[src/rtl/tbt_pkg.sv]
// Package: shared constants and the selector-to-bit mapping for the
// time-base tick event generator. Assumes a 2-bit selector over four taps.
package tbt_pkg;
    localparam int TB_W     = 64;
    localparam int SEL_W    = 2;
    localparam int NUM_TAPS = 1 << SEL_W;

    // Map a selector code to the watched bit position, counted from the LSB.
    function automatic int tap_position(input logic [SEL_W-1:0] code);
        case (code)
            2'd0:    return 0;
            2'd1:    return 8;
            2'd2:    return 12;
            default: return 16;
        endcase
    endfunction
endpackage

[src/rtl/tbt_tap_mux.sv]
// Module: picks the watched time-base bit from the selector code.
// Assumes every tap position returned by the package lies below TBW.
module tbt_tap_mux
    import tbt_pkg::*;
#(
    parameter int TBW = TB_W,
    parameter int SW  = SEL_W
) (
    input  logic [TBW-1:0] tbase,
    input  logic [SW-1:0]  sel,
    output logic           tap_bit
);
    localparam int NT = 1 << SW;

    logic [NT-1:0] taps;
    logic          unused_tbase;

    // One wire per selectable tap, built from the package mapping.
    for (genvar g = 0; g < NT; g++) begin : g_tap
        assign taps[g] = tbase[tap_position(SW'(g))];
    end

    // Fold the remaining bits so that they count as intentionally unused.
    assign unused_tbase = ^tbase;

    // Select the active tap.
    assign tap_bit = taps[sel];
endmodule

[src/rtl/tbt_rise_detect.sv]
// Module: rising-edge detector on the selected tap. It compares the tap
// sampled at the last edge with the tap selected now. It stays quiet
// until one sample has been taken after reset.
module tbt_rise_detect (
    input  logic clk,
    input  logic rst_n,
    input  logic tap_bit,
    input  logic enable,
    output logic tick
);
    logic prev_q;
    logic primed_q;

    // Sample the tap every clock and mark that a valid sample exists.
    always_ff @(posedge clk) begin
        if (!rst_n) begin
            prev_q   <= 1'b0;
            primed_q <= 1'b0;
        end else begin
            prev_q   <= tap_bit;
            primed_q <= 1'b1;
        end
    end

    // Event: tap is 1 now, was 0 at the previous sample, block enabled.
    assign tick = rst_n & primed_q & enable & tap_bit & ~prev_q;

    AST_TICK_THEN_HIGH: assert property (@(posedge clk) disable iff (!rst_n)
        tick |=> prev_q);
    AST_QUIET_AFTER_RESET: assert property (@(posedge clk) disable iff (!rst_n)
        $rose(primed_q) |-> $past(!tick));
endmodule

[src/rtl/tbt_irq_hold.sv]
// Module: sticky pending interrupt flag with clear priority. The request
// is masked by the global interrupt enable. Assumes clr is a one-cycle pulse.
module tbt_irq_hold (
    input  logic clk,
    input  logic rst_n,
    input  logic set_req,
    input  logic clr,
    input  logic unmask,
    output logic irq
);
    logic pend_q;

    // Hold the pending flag; a clear takes priority over a new set.
    always_ff @(posedge clk) begin
        if (!rst_n)
            pend_q <= 1'b0;
        else if (clr)
            pend_q <= 1'b0;
        else if (set_req)
            pend_q <= 1'b1;
    end

    // Deliver the request only while interrupts are unmasked.
    assign irq = rst_n & pend_q & unmask;

    AST_PEND_STICKY: assert property (@(posedge clk) disable iff (!rst_n)
        pend_q && !clr |=> pend_q);
    AST_CLEAR_WINS: assert property (@(posedge clk) disable iff (!rst_n)
        clr |=> !pend_q);
    AST_MASKED_QUIET: assert property (@(posedge clk) disable iff (!rst_n)
        !unmask |-> !irq);
endmodule

[src/rtl/tbase_tick_monitor.sv]
// Module: top of the time-base tick event generator. It chooses a tap,
// detects its rising edge, and routes the event to a freeze pulse and/or
// a pending interrupt. Assumes all inputs are synchronous to clk.
module tbase_tick_monitor
    import tbt_pkg::*;
(
    input  logic              clk,
    input  logic              rst_n,
    input  logic [TB_W-1:0]   tbase,
    input  logic [SEL_W-1:0]  tap_sel,
    input  logic              tick_en,
    input  logic              freeze_on_tick,
    input  logic              irq_on_tick,
    input  logic              glob_irq_en,
    input  logic              pend_clr,
    output logic              freeze_pulse,
    output logic              irq_req
);
    logic tap_bit;
    logic tick;

    tbt_tap_mux #(.TBW(TB_W), .SW(SEL_W)) u_mux (
        .tbase   (tbase),
        .sel     (tap_sel),
        .tap_bit (tap_bit)
    );

    tbt_rise_detect u_edge (
        .clk     (clk),
        .rst_n   (rst_n),
        .tap_bit (tap_bit),
        .enable  (tick_en),
        .tick    (tick)
    );

    tbt_irq_hold u_irq (
        .clk     (clk),
        .rst_n   (rst_n),
        .set_req (tick & irq_on_tick),
        .clr     (pend_clr),
        .unmask  (glob_irq_en),
        .irq     (irq_req)
    );

    // Route the event to the freeze action in the same cycle.
    assign freeze_pulse = tick & freeze_on_tick;

    AST_FREEZE_GATED: assert property (@(posedge clk) disable iff (!rst_n)
        freeze_pulse |-> tick_en && freeze_on_tick);
    AST_RESET_SILENT: assert property (@(posedge clk)
        !rst_n |-> !freeze_pulse && !irq_req);
endmodule

[config.mk]
export PLATFORM = sky130hd
export DESIGN_NAME = tbase_tick_monitor
export DESIGN_NICKNAME = d
export VERILOG_FILES = /design/src/rtl/tbt_pkg.sv /design/src/rtl/tbt_tap_mux.sv /design/src/rtl/tbt_rise_detect.sv /design/src/rtl/tbt_irq_hold.sv /design/src/rtl/tbase_tick_monitor.sv
export SDC_FILE = /design/constraint.sdc
export NUM_CORES = 1
export LEC_CHECK = 0
export ABC_AREA = 1
export BUFFER_PORTS_ARGS = -buffer_cell sky130_fd_sc_hd__buf_2
export CAP_MARGIN = 20
export CORE_UTILIZATION = 11
export DETAILED_ROUTE_END_ITERATION = 16
export GPL_TIMING_DRIVEN = 0
export PLACE_DENSITY = 0.7
export SYNTH_ARGS = -nofsm -noshare
export SYNTH_HDL_FRONTEND = slang
export SYNTH_SLANG_ARGS = --single-unit
[constraint.sdc]
create_clock -name clk -period 0.8 [get_ports clk]
set_input_delay 0.04 -clock clk [delete_from_list [all_inputs] [get_ports clk]]
set_output_delay 0.04 -clock clk [all_outputs]
set_load 0.01 [all_outputs]
-- Yosys cells after proc, flatten, opt, wreduce, memory -nomap -nowiden
Index checks and enable logic that the tools add are counted.
W data, S select, Z words.
- reductions and logical operators: 1
- muxes and demuxes: 3
- bitwise operators: 10
- order comparisons: 1
- operator list (kind ; number):
    $and A1 B1 Y1 ; 8
    $lt A2 B3 Y1 const B ; 1
    $bmux W1 S2 ; 1
    $mux W1 ; 2
    $not A1 Y1 ; 2
    $reduce_or A2 Y1 ; 1
- input port bits: 73
- register bits after elaboration: 3
- logic and storage cells: 18
- output and inout port bits: 2

-- Longest topological paths before layout
Gate-level depths: netlist of run 1.
- depth after elaboration: 5
- gate-level depth with buffers: 5
- gate-level depth less buffers: 5

-- Cells and area by module
Synthesis of run 1 repeated with hierarchy kept, for this count alone.
- cell total of the unflattened synthesis: 32
- area total of the unflattened synthesis: 180.2 um2
- modules (own cells, without submodules) (module ; area an instance (um2) ; times used ; cells each ; seq. area each (um2)):
    tbt_rise_detect ; 67.6 ; 1 ; 7 ; 40.0
    tbt_tap_mux ; 51.3 ; 1 ; 13 ; 0.0
    tbt_irq_hold ; 46.3 ; 1 ; 8 ; 20.0
    tbase_tick_monitor ; 15.0 ; 1 ; 4 ; 0.0

-- Least setup slack after synthesis of run 1
OpenSTA, ideal clock, no wires.
- kind: register -> output
- start: register u_edge.primed_q
- end: output port freeze_pulse
- path slack: 67 ps
- buffers on the path: 0
- required time: 760 ps
- cell stages (with the launch flop): 3
- data arrival time: 693 ps
- path through: dfxtp_1 -> nand2_1 -> nor4_2
- longest elaborated chain between the ends: 5
- ends and longest elaborated chain (item ; line ; text):
    from (decl) ; tbt_rise_detect.sv:12 ; logic primed_q;
    from (signal assigned) ; tbt_rise_detect.sv:18 ; primed_q <= 1'b0;
    from (signal assigned) ; tbt_rise_detect.sv:21 ; primed_q <= 1'b1;
    $and A1 B1 Y1 (4 in series) ; tbt_rise_detect.sv:26 ; assign tick = rst_n & primed_q & enable & tap_bit & ~prev_q;
    $and A1 B1 Y1 ; tbase_tick_monitor.sv:46 ; assign freeze_pulse = tick & freeze_on_tick;
    to (decl) ; tbase_tick_monitor.sv:16 ; output logic freeze_pulse,
Every way passes these cells.

-- Final worst setup path of run 1
Ends and elaborated chain as after synthesis.

==> results of run 1 <==
sequential cells by signal (all words and copies together) (netlist names):
signal           cells
u_irq.pend_q         1
u_edge.prev_q        1
u_edge.primed_q      1
per-stage QoR:
stage / utilization (%) / cell area, um^2 / cells / total power (W) / TNS (ns)
5_1_grt: 21.22 / 286.5 / 59 / 0.0005338 / -0.5001
6_report: 21.22 / 286.5 / 59 / 0.0004929 / -0.2786
4_1_cts: 20.76 / 280.3 / 59 / 0.0005069 / -0.3128
2_1_floorplan: - / 163.9 / 26 / 0.0001917 / 0
3_5_place_dp: 18.72 / 252.7 / 55 / 0.0002286 / -0.002751
3_3_place_gp: 18.72 / 252.7 / 55 / 0.0002265 / 0
per-layer routing:
layer,up-vias,GRT usage [%],part of all wire (%)
met1,86,7.166,42
met2,7,11.51,49
met5,-,0,0
met3,0,7.222,8.4
met4,0,0,0
li1,114,-,-
report_power, final:
| group | internal, W | switching (W) |
|---|---|---|
| logic | 0.0000348 | 0.0000344 |
| registers | 0.000158 | 0.00000217 |
| clock network | 0.000187 | 0.0000767 |
worst min path at each step:
stage	from	endpoint	slack (ns)
floorplan	rst_n	u_edge.primed_q	0.07
global placement	rst_n	u_edge.primed_q	0.17
detailed placement	rst_n	u_edge.primed_q	0.18
CTS	rst_n	u_edge.primed_q	-0.07
global route	rst_n	u_edge.primed_q	-0.06
finish	rst_n	u_edge.primed_q	-0.05
cell families (layout without fill, tap and decap cells):
group	count (synthesis)	count (layout)	share of synthesized area (%)
compound gates	1	1	3.051
buf+inv	6	24	13.74
flops	3	3	36.64
simple gates	16	16	46.57
what timing repair did:
action                                 in CTS  in global routing
setup endpoints to repair                   2                  3
pin swaps                                   0                  2
gates resized for setup                     1                  3
endpoints found under the hold margin       1                  1
cells in the final DEF (no fill, tap or decap):
cell / instances
buf_2: 14
inv_1: 6
nand2_1: 6
nor2_1: 3
clkbuf_4: 3
nand2_2: 2
nand3_1: 2
dfxtp_2: 2
nor4_2: 1
nand4_1: 1
or2_1: 1
a21oi_1: 1
clkbuf_1: 1
dfxtp_1: 1
final cells by class:
class / count / area share [%]
clock buffers: 4 / 9.170
multi-input cells: 17 / 30.13
repair buffers: 14 / 24.45
well taps: 15 / 6.550
inverters: 6 / 7.860
flip-flops and latches: 3 / 21.83
==> flow_metrics.tcl, run 1 <==
set metrics [dict create \
    synth.area.top_cells "dfxtp_1 (37%), nand2_1 (18%), inv_1 (14%)" \
    setup_ws_ns -0.2512 \
    synth.top_cell.area_share_pct 36.64 \
    critPathCaptureType "output pin" \
    cp_top_family "flip-flops" \
    hold_path_class "in -> reg" \
    grt_remaining_overflow 0 \
    syn_avg_cell_area_um2 6.304 \
    synth_nets 99 \
    startpoint_type "register" \
    setup_viol 2 \
    hold_viol 1 \
    cts.clk_slew.worst_paths_ns 0.04 \
    hpwl_um 378.4 \
    antenna_found_initial 0 \
    netlist_area_um2 163.9 \
    path_class "reg -> out" \
    holdWs_ns -0.05155 \
    violations "hold timing, setup timing" \
    p_leak_nw 0.1555 \
    ctsHtreeMaxLevel 1 \
    layout-area-overhead-vs-synth_pct 74.81 \
    die_y_um 40.60 \
    rr_startpoint "u_edge.prev_q" \
    drv_cap 0 \
    ys_seq_area_share_pct 36.64 \
    rsz0062_at_grt "yes" \
    drc 0 \
    grt_pass1_wl_um 752 \
    wl_per_cell_um 7.441 \
    cts_sinks 3 \
    vias_per_cell 3.508 \
    synthCells 26 \
    pre_cts_slack_ns -0.002751 \
    fin_crit_sh_pct 131.4 \
    fmax_mhz 951.3 \
    ios 75 \
    cts_buffer_depth 2 \
    multi_input_area_um2 86.33 \
    peakVddDrop_mv 0.8687 \
    via_count 207 \
    drt_first_pass_iters 2 \
    ys.flop_type "dfxtp_1" \
    cts_tree "done" \
    crit_start "u_edge.primed_q" \
    ys_warn_count 0 \
    cp.depth 3 \
    slew_viol_final 0 \
    fill_cells 166 \
    worst_pin_slew_ns 0.1859 \
    status "complete, but fails checks" \
    fin_worst_skew_ns 0.00003803 \
    cts_setup_buffers 0 \
    ff2ff_setup_slack_ns 0.03 \
    drive_above_1_share_pct 50.00 \
    r2r_end "u_irq.pend_q" \
    slew_headroom_pct 87.50 \
    die_w_um 40.60 \
    grt_usage_pct 7.248 \
    row_count 13 \
    diodes 0 \
    dieArea_mm2 0.001648 \
    drt_iter0_markers 1 \
    crit_chain "nand2_2 -> nor4_2 -> buf_2" \
    cts_made_buffers 3 \
    worst_skew_pair.late_latency_ns 0.23 \
    synthTopCellsByCount "nand2_1 (8), inv_1 (6), dfxtp_1 (3), nor2_1 (3), nand3_1 (2)" \
    cpPeakStageDelay_ns 0.31 \
    worstRegToRegCells 5 \
    synth-edff-count 0 \
    crit_path_end "freeze_pulse" \
    min_period_ns 1.051 \
    grt_max_degree 4 \
    core-area_mm2 0.001350 \
    seq_area_um2 62.56 \
    path_buf_inv 1 \
    numPortBuffers 14 \
    yosysTopAreaCell "dfxtp_1" \
    ant_nets 0 \
    ys_types 9 \
    grt_pass1_vias 193 \
    nets 118 \
    critical_path_required_ns 0.76 \
    crit_arrival_ns 1.01 \
    min_path_cells 1 \
    routabilityCongestion 0.7421 \
    async_reset_ff_share_pct 0 \
    synth_most_common_cell "nand2_1" \
    yosys_register_bits 3 \
    slowest_stage "dfxtp_2" \
    wirelength_um 439 \
    critPathMaxFanout 2 \
    initial_utilization_pct 12.14 \
    p_per_area_mw_per_mm2 1720 \
    clock-root-buffer "clkbuf_4" \
]
No activity file was read; power rests on OpenSTA's default activity.
==> run 2: changes to the inputs <==
CORE_UTILIZATION = 12   (was 11)
CTS_BUF_LIST = sky130_fd_sc_hd__clkbuf_8   (was not set)
PLACE_DENSITY = 0.75   (was 0.7)
clock period = 0.95 ns   (was 0.8 ns; I/O delays follow)
==> run 2 against run 1 <==
Against the previous run: the flow finishes with violations (setup timing); combinational power decreased by 12%; register-to-register slack improved by 0.15 ns; critical path depth stayed put; clock skew up 0.0013 ns; critical path type unchanged; highest routed layer unchanged; largest cell class unchanged; clock power grew 36%; non-clock buffer count increased by 1; via count down 1.9%; critical endpoint unchanged; total power is 12% higher; sequential share of layout area fell by 2.4 points.
==> flow_metrics.tcl, run 2 (same netlist as run 1, synthesis figures left out) <==
set metrics [dict create \
    hold_path_class "in -> reg" \
    violations "setup timing" \
    path_buf_inv 1 \
    drv_cap 0 \
    fill_cells 141 \
    reg_top3 "u_edge.prev_q x1, u_edge.primed_q x1, u_irq.pend_q x1" \
    cp_top_family "simple AND/OR/NAND/NOR gates" \
    diodes 0 \
    fin_worst_skew_ns 0.001343 \
    hold_viol 0 \
    grt_usage_pct 7.253 \
    layout-area-overhead-vs-synth_pct 88.55 \
    drt_first_pass_iters 3 \
    die_y_um 38.96 \
    clock-root-buffer "clkbuf_8" \
    final_cell_mix "buf_2 (14), nand2_1 (7), inv_1 (6)" \
    crit_chain "nand2_1 -> nor4_2 -> buf_2" \
    wirelength_um 434 \
    hpwl_um 345.9 \
    core-area_mm2 0.001186 \
    rsz0062_at_grt "yes" \
    initial_utilization_pct 13.82 \
    top_usage_layer "met2" \
    drt_iter0_markers 3 \
    fmax_mhz 980.9 \
    grt_remaining_overflow 0 \
    setup_ws_ns -0.06952 \
    p_leak_nw 0.1703 \
    grt_pass1_wl_um 627 \
    met3_usage_pct 10.40 \
    finalNonFillerCells 59 \
    cts_setup_buffers 0 \
    grt_pass1_vias 182 \
    cts_sinks 3 \
    numPortBuffers 14 \
    grt_max_degree 4 \
    seq_area_um2 60.06 \
    routabilityCongestion 0.5941 \
    worst_skew_pair.late_latency_ns 0.21 \
    crit_arrival_ns 0.97 \
    place_inst 54 \
    cts.clk_slew.worst_paths_ns 0.03 \
    p_per_area_mw_per_mm2 1791 \
    drc 0 \
    fin_setup_tns_ns -0.06952 \
    cts_buffer_depth 2 \
    grt_use_met2_pct 10.42 \
    min_period_ns 1.020 \
    path_class "reg -> out" \
    wl_per_cell_um 7.356 \
    multi_input_area_um2 83.83 \
    cts_made_buffers 3 \
    cpPeakStageDelay_ns 0.29 \
    via_count 203 \
    startpoint_type "register" \
    die_w_um 38.96 \
    ant_nets 0 \
    fin_crit_sh_pct 107.3 \
    row_count 12 \
    antenna_found_initial 0 \
    vias_per_cell 3.441 \
    worst_pin_slew_ns 0.1799 \
    ios 75 \
    cts_tree "done" \
    slowest_stage "dfxtp_1" \
    dieArea_mm2 0.001517 \
    ctsHtreeMaxLevel 1 \
    final_common_cell "buf_2" \
    nets 119 \
    critPathCaptureType "output pin" \
    slew_headroom_pct 87.91 \
    peakVddDrop_mv 1.159 \
    slew_viol_final 0 \
    drive_above_1_share_pct 44.44 \
    critical_path_required_ns 0.90 \
    setup_viol 1 \
    use_met1_pct 6.164 \
    critPathMaxFanout 2 \
    total_power_w 0.0005535 \
    status "complete, but fails checks" \
]
## run 2: changes by cell type in the layout (fill, tap and decap cells not counted), sizes merged
cell and change:
clkbuf -1, dlygate4sd3 +1, inv +1
## run 2: layer usage
layer	up-vias	wire (um)
met3	0	51
met5	-	0
met4	0	0
li1	117	-
met1	76	215
met2	10	167
## run 2: what timing repair did
item | in CTS | in global routing
pin swaps | 0 | 1
resized for setup | 1 | 1
endpoints found under the setup margin | 1 | 1
endpoints found under the hold margin | 1 | 0
hold buffers | 1 | 0
## run 2: cell type report
cell class              instances  share of cell area [%]
multi-input cells              17                   27.13
repair buffers                 15                   25.91
flip-flops and latches          3                   19.43
clock buffers                   3                   13.36
inverters                       6                   7.287
well taps                      14                   5.668
clock inverters                 1                   1.215
## run 2: path summary, 6_finish.rpt
kind,from,to,slack [ns],depth (start not counted)
max,u_edge.primed_q,freeze_pulse,-0.07,3
min,pend_clr,u_irq.pend_q,0.08,3
max reg2reg,u_edge.prev_q,u_irq.pend_q,0.18,5
min reg2reg,u_irq.pend_q,u_irq.pend_q,0.44,2
## run 2: where the power goes
part / leakage, nW / total [W] / switching (W) / internal (W)
logic: 0.119 / 0.0000607 / 0.0000290 / 0.0000317
clock network: 0.0269 / 0.000358 / 0.0000829 / 0.000275
registers: 0.0248 / 0.000135 / 0.00000203 / 0.000133
## run 2: worst min-delay path: cells and delay by family
| family | cells | cell delay [ns] |
|---|---|---|
| AO/OA/AOI/OAI | 1 | 0.04 |
| buffers and inverters | 1 | 0.07 |
| AND/OR/NAND/NOR | 1 | 0.09 |
## run 2: through the flow
stage | instance area (um^2) | utilization, % | hold slack, ns | worst slack [ns]
floorplan | 163.9 | - | 0.07522 | 0.2093
CTS | 309.0 | 26.05 | 0.06998 | -0.09661
global route | 309.0 | 26.05 | 0.08603 | -0.1562
global placement | 251.5 | 21.20 | 0.1843 | 0.1492
finish | 309.0 | 26.05 | 0.07510 | -0.06952
detailed placement | 251.5 | 21.20 | 0.1810 | 0.1418
==> run 3: changes to the inputs <==
ABC_AREA = not set   (was 1)
CORE_AREA = 2 2 39 41   (was not set)
CORE_UTILIZATION = not set   (was 12)
DIE_AREA = 0 0 41 43   (was not set)
==> run 3 against run 2 <==
Against the previous run: the run still ends with setup timing left; sequential share of layout area increased by 0.40 points; global-route usage decreased by 1.1 points; total power increased by 1.0%; critical path type unchanged; largest power group unchanged.
==> flow_metrics.tcl, run 3 <==
set metrics [dict create \
    fin_setup_tns_ns -0.08061 \
    grt_pass1_vias 192 \
    total_power_w 0.0005591 \
    drv_cap 0 \
    fill_cells 158 \
    switchingPower_w 0.0001058 \
    pwr-share-seq_pct 24.0 \
    reg_top3 "u_edge.prev_q x1, u_edge.primed_q x1, u_irq.pend_q x1" \
    hold_viol 0 \
    ys.flop_type "dfxtp_1" \
    worst_pin_slew_ns 0.09812 \
    synth.area.top_cells "dfxtp_1 (43%), mux4_2 (16%), and3b_1 (13%)" \
    path_buf_inv 1 \
    switching_share_pct 18.92 \
    layout-area-overhead-vs-synth_pct 118.0 \
    p_leak_nw 0.1620 \
    fin_worst_skew_ns 0.001679 \
    hold_path_class "in -> reg" \
    slew_viol_final 0 \
    violations "setup timing" \
    drive_above_1_share_pct 65.63 \
    via_count 169 \
    slew_headroom_pct 93.46 \
    min_period_ns 1.031 \
    core-area_mm2 0.001384 \
    yosys_register_bits 3 \
    holdPathEnd "u_edge.prev_q" \
    initial_utilization_pct 10.04 \
    ys_types 8 \
    row_count 14 \
    critPathMaxFanout 2 \
    synth_most_common_cell "dfxtp_1" \
    use_met1_pct 3.846 \
    die_w_um 41 \
    final_common_cell "buf_2" \
    p_per_area_mw_per_mm2 1847 \
    synth-edff-count 0 \
    crit_chain "and3b_1 -> and4_1 -> buf_2" \
    holdWs_ns 0.1189 \
    slowest_stage "dfxtp_1" \
    grt_remaining_overflow 0 \
    vias_per_cell 3.521 \
    netlist_area_um2 138.9 \
    cp_top_family "simple AND/OR/NAND/NOR gates" \
    cts_made_buffers 3 \
    nets 106 \
    p_comb_share_pct 11.6 \
    ys_warn_count 0 \
    ios 75 \
    critPathCaptureType "output pin" \
    cts_sinks 3 \
    crit_arrival_ns 0.98 \
    synthTopCellsByCount "dfxtp_1 (3), and3b_1 (2)" \
    syn_avg_cell_area_um2 12.63 \
    hold_path.startpoint "rst_n" \
    fmax_mhz 970.3 \
    ant_nets 0 \
    power_frac_clock_pct 64.4 \
    rr_startpoint "u_edge.prev_q" \
    ys_seq_area_share_pct 43.24 \
    synth_nets 84 \
    final_cell_mix "buf_2 (14), clkbuf_8 (3), dfxtp_1 (3)" \
    synth.top_cell.area_share_pct 43.24 \
    synthCells 11 \
    ctsHtreeMaxLevel 1 \
    ff2ff_setup_slack_ns 0.05 \
    grt_usage_pct 6.118 \
    cts.clk_slew.worst_paths_ns 0.03 \
    fin_crit_sh_pct 108.5 \
    critical_path_required_ns 0.90 \
    cpPeakStageDelay_ns 0.29 \
    cts_buffer_depth 2 \
    grt_pass1_wl_um 627 \
    met3_usage_pct 3.141 \
    top_usage_layer "met4" \
    status "complete, but fails checks" \
    intPower_w 0.0004533 \
    grt_use_met2_pct 8.750 \
    fin_util_pct 21.88 \
    peakVddDrop_mv 0.2506 \
    async_reset_ff_share_pct 0 \
    drc 0 \
    numPortBuffers 14 \
    r2r_end "u_irq.pend_q" \
    drt_iter0_markers 0 \
    rsz0062_at_grt "yes" \
    routabilityCongestion 0.5228 \
    cts_tree "done" \
    drt_first_pass_iters 1 \
    path_class "reg -> out" \
    grt_max_degree 7 \
    wirelength_um 433 \
    worst_skew_pair.late_latency_ns 0.22 \
    worstRegToRegCells 3 \
    setup_ws_ns -0.08061 \
    min_path_cells 2 \
    diodes 0 \
    setup_viol 1 \
    startpoint_type "register" \
    yosysTopAreaCell "dfxtp_1" \
    wl_per_cell_um 9.021 \
    clock-root-buffer "clkbuf_8" \
    dieArea_mm2 0.001763 \
    die_y_um 43 \
    pre_cts_slack_ns -0.08903 \
    antenna_found_initial 0 \
]
[run 3: cell count changes after synthesis, sizes merged, moves of 2 or more]
cell and change:
inv -6, nand2 -8, nor2 -3, and3b +2, nand3 -2
[run 3: timing repair]
action	CTS	global route
pin swaps	1	1
setup endpoints to repair	1	2
hold endpoints to repair	1	0
hold buffers	1	0
gates resized for setup	0	1
gates cloned	0	0
setup buffers	2	0
[run 3: through the flow]
stage          cell area (um^2)  instances
2_1_floorplan             138.9         11
3_3_place_gp              229.0         41
3_5_place_dp              229.0         41
4_1_cts                   299.0         48
5_1_grt                   302.8         48
6_report                  302.8         48
[run 3: worst max-delay path by stage]
stage | startpoint | end | slack (ns) | cells after the start
finish | u_edge.prev_q | freeze_pulse | -0.08 | 3
global route | u_edge.prev_q | freeze_pulse | -0.13 | 3
CTS | u_edge.prev_q | freeze_pulse | -0.08 | 3
detailed placement | tap_sel[0] | freeze_pulse | -0.09 | 4
global placement | tap_sel[0] | freeze_pulse | -0.08 | 4
floorplan | tap_sel[0] | u_irq.pend_q | 0.08 | 2
[run 3: cells by family after synthesis]
family             Yosys count  synth area share (%)
and+or+nand+nor              6                 33.34
DFF                          3                 43.24
AOI/OAI and AO/OA            1                 7.207
muxes                        1                 16.22
[run 3: worst register-to-register path, stage by stage, from the launching register on]
cell and delay [ns]:
dfxtp_1 0.29, and3b_1 0.17, buf_4 0.13, a32o_1 0.20
[run 3: cell type report]
cell class | instances | area (um^2) | share of cell area (%)
Clock buffer | 3 | 41.29 | 13.64
Tap cell | 16 | 20.02 | 6.612
Timing Repair Buffer | 17 | 98.84 | 32.64
Multi-Input combinational cell | 8 | 78.83 | 26.03
Clock inverter | 1 | 3.754 | 1.240
Sequential cell | 3 | 60.06 | 19.83
[run 3: power groups by stage]
stage	clock, W	combinational (W)	sequential [W]
detailed placement	0	0.0000486	0.000136
floorplan	0	0.0000192	0.000136
global route	0.000372	0.0000703	0.000135
CTS	0.000367	0.0000615	0.000134
global placement	0	0.0000480	0.000136
finish	0.000360	0.0000646	0.000134
[run 3: metal layers]
layer  share of wire [%]  vias to the layer above  routed length, um
met5                   0                        -                  0
met4                 4.2                        0                 18
met3                  17                        2                 74
met2                  47                       11                205
met1                  31                       71                135
li1                    -                       85                  -
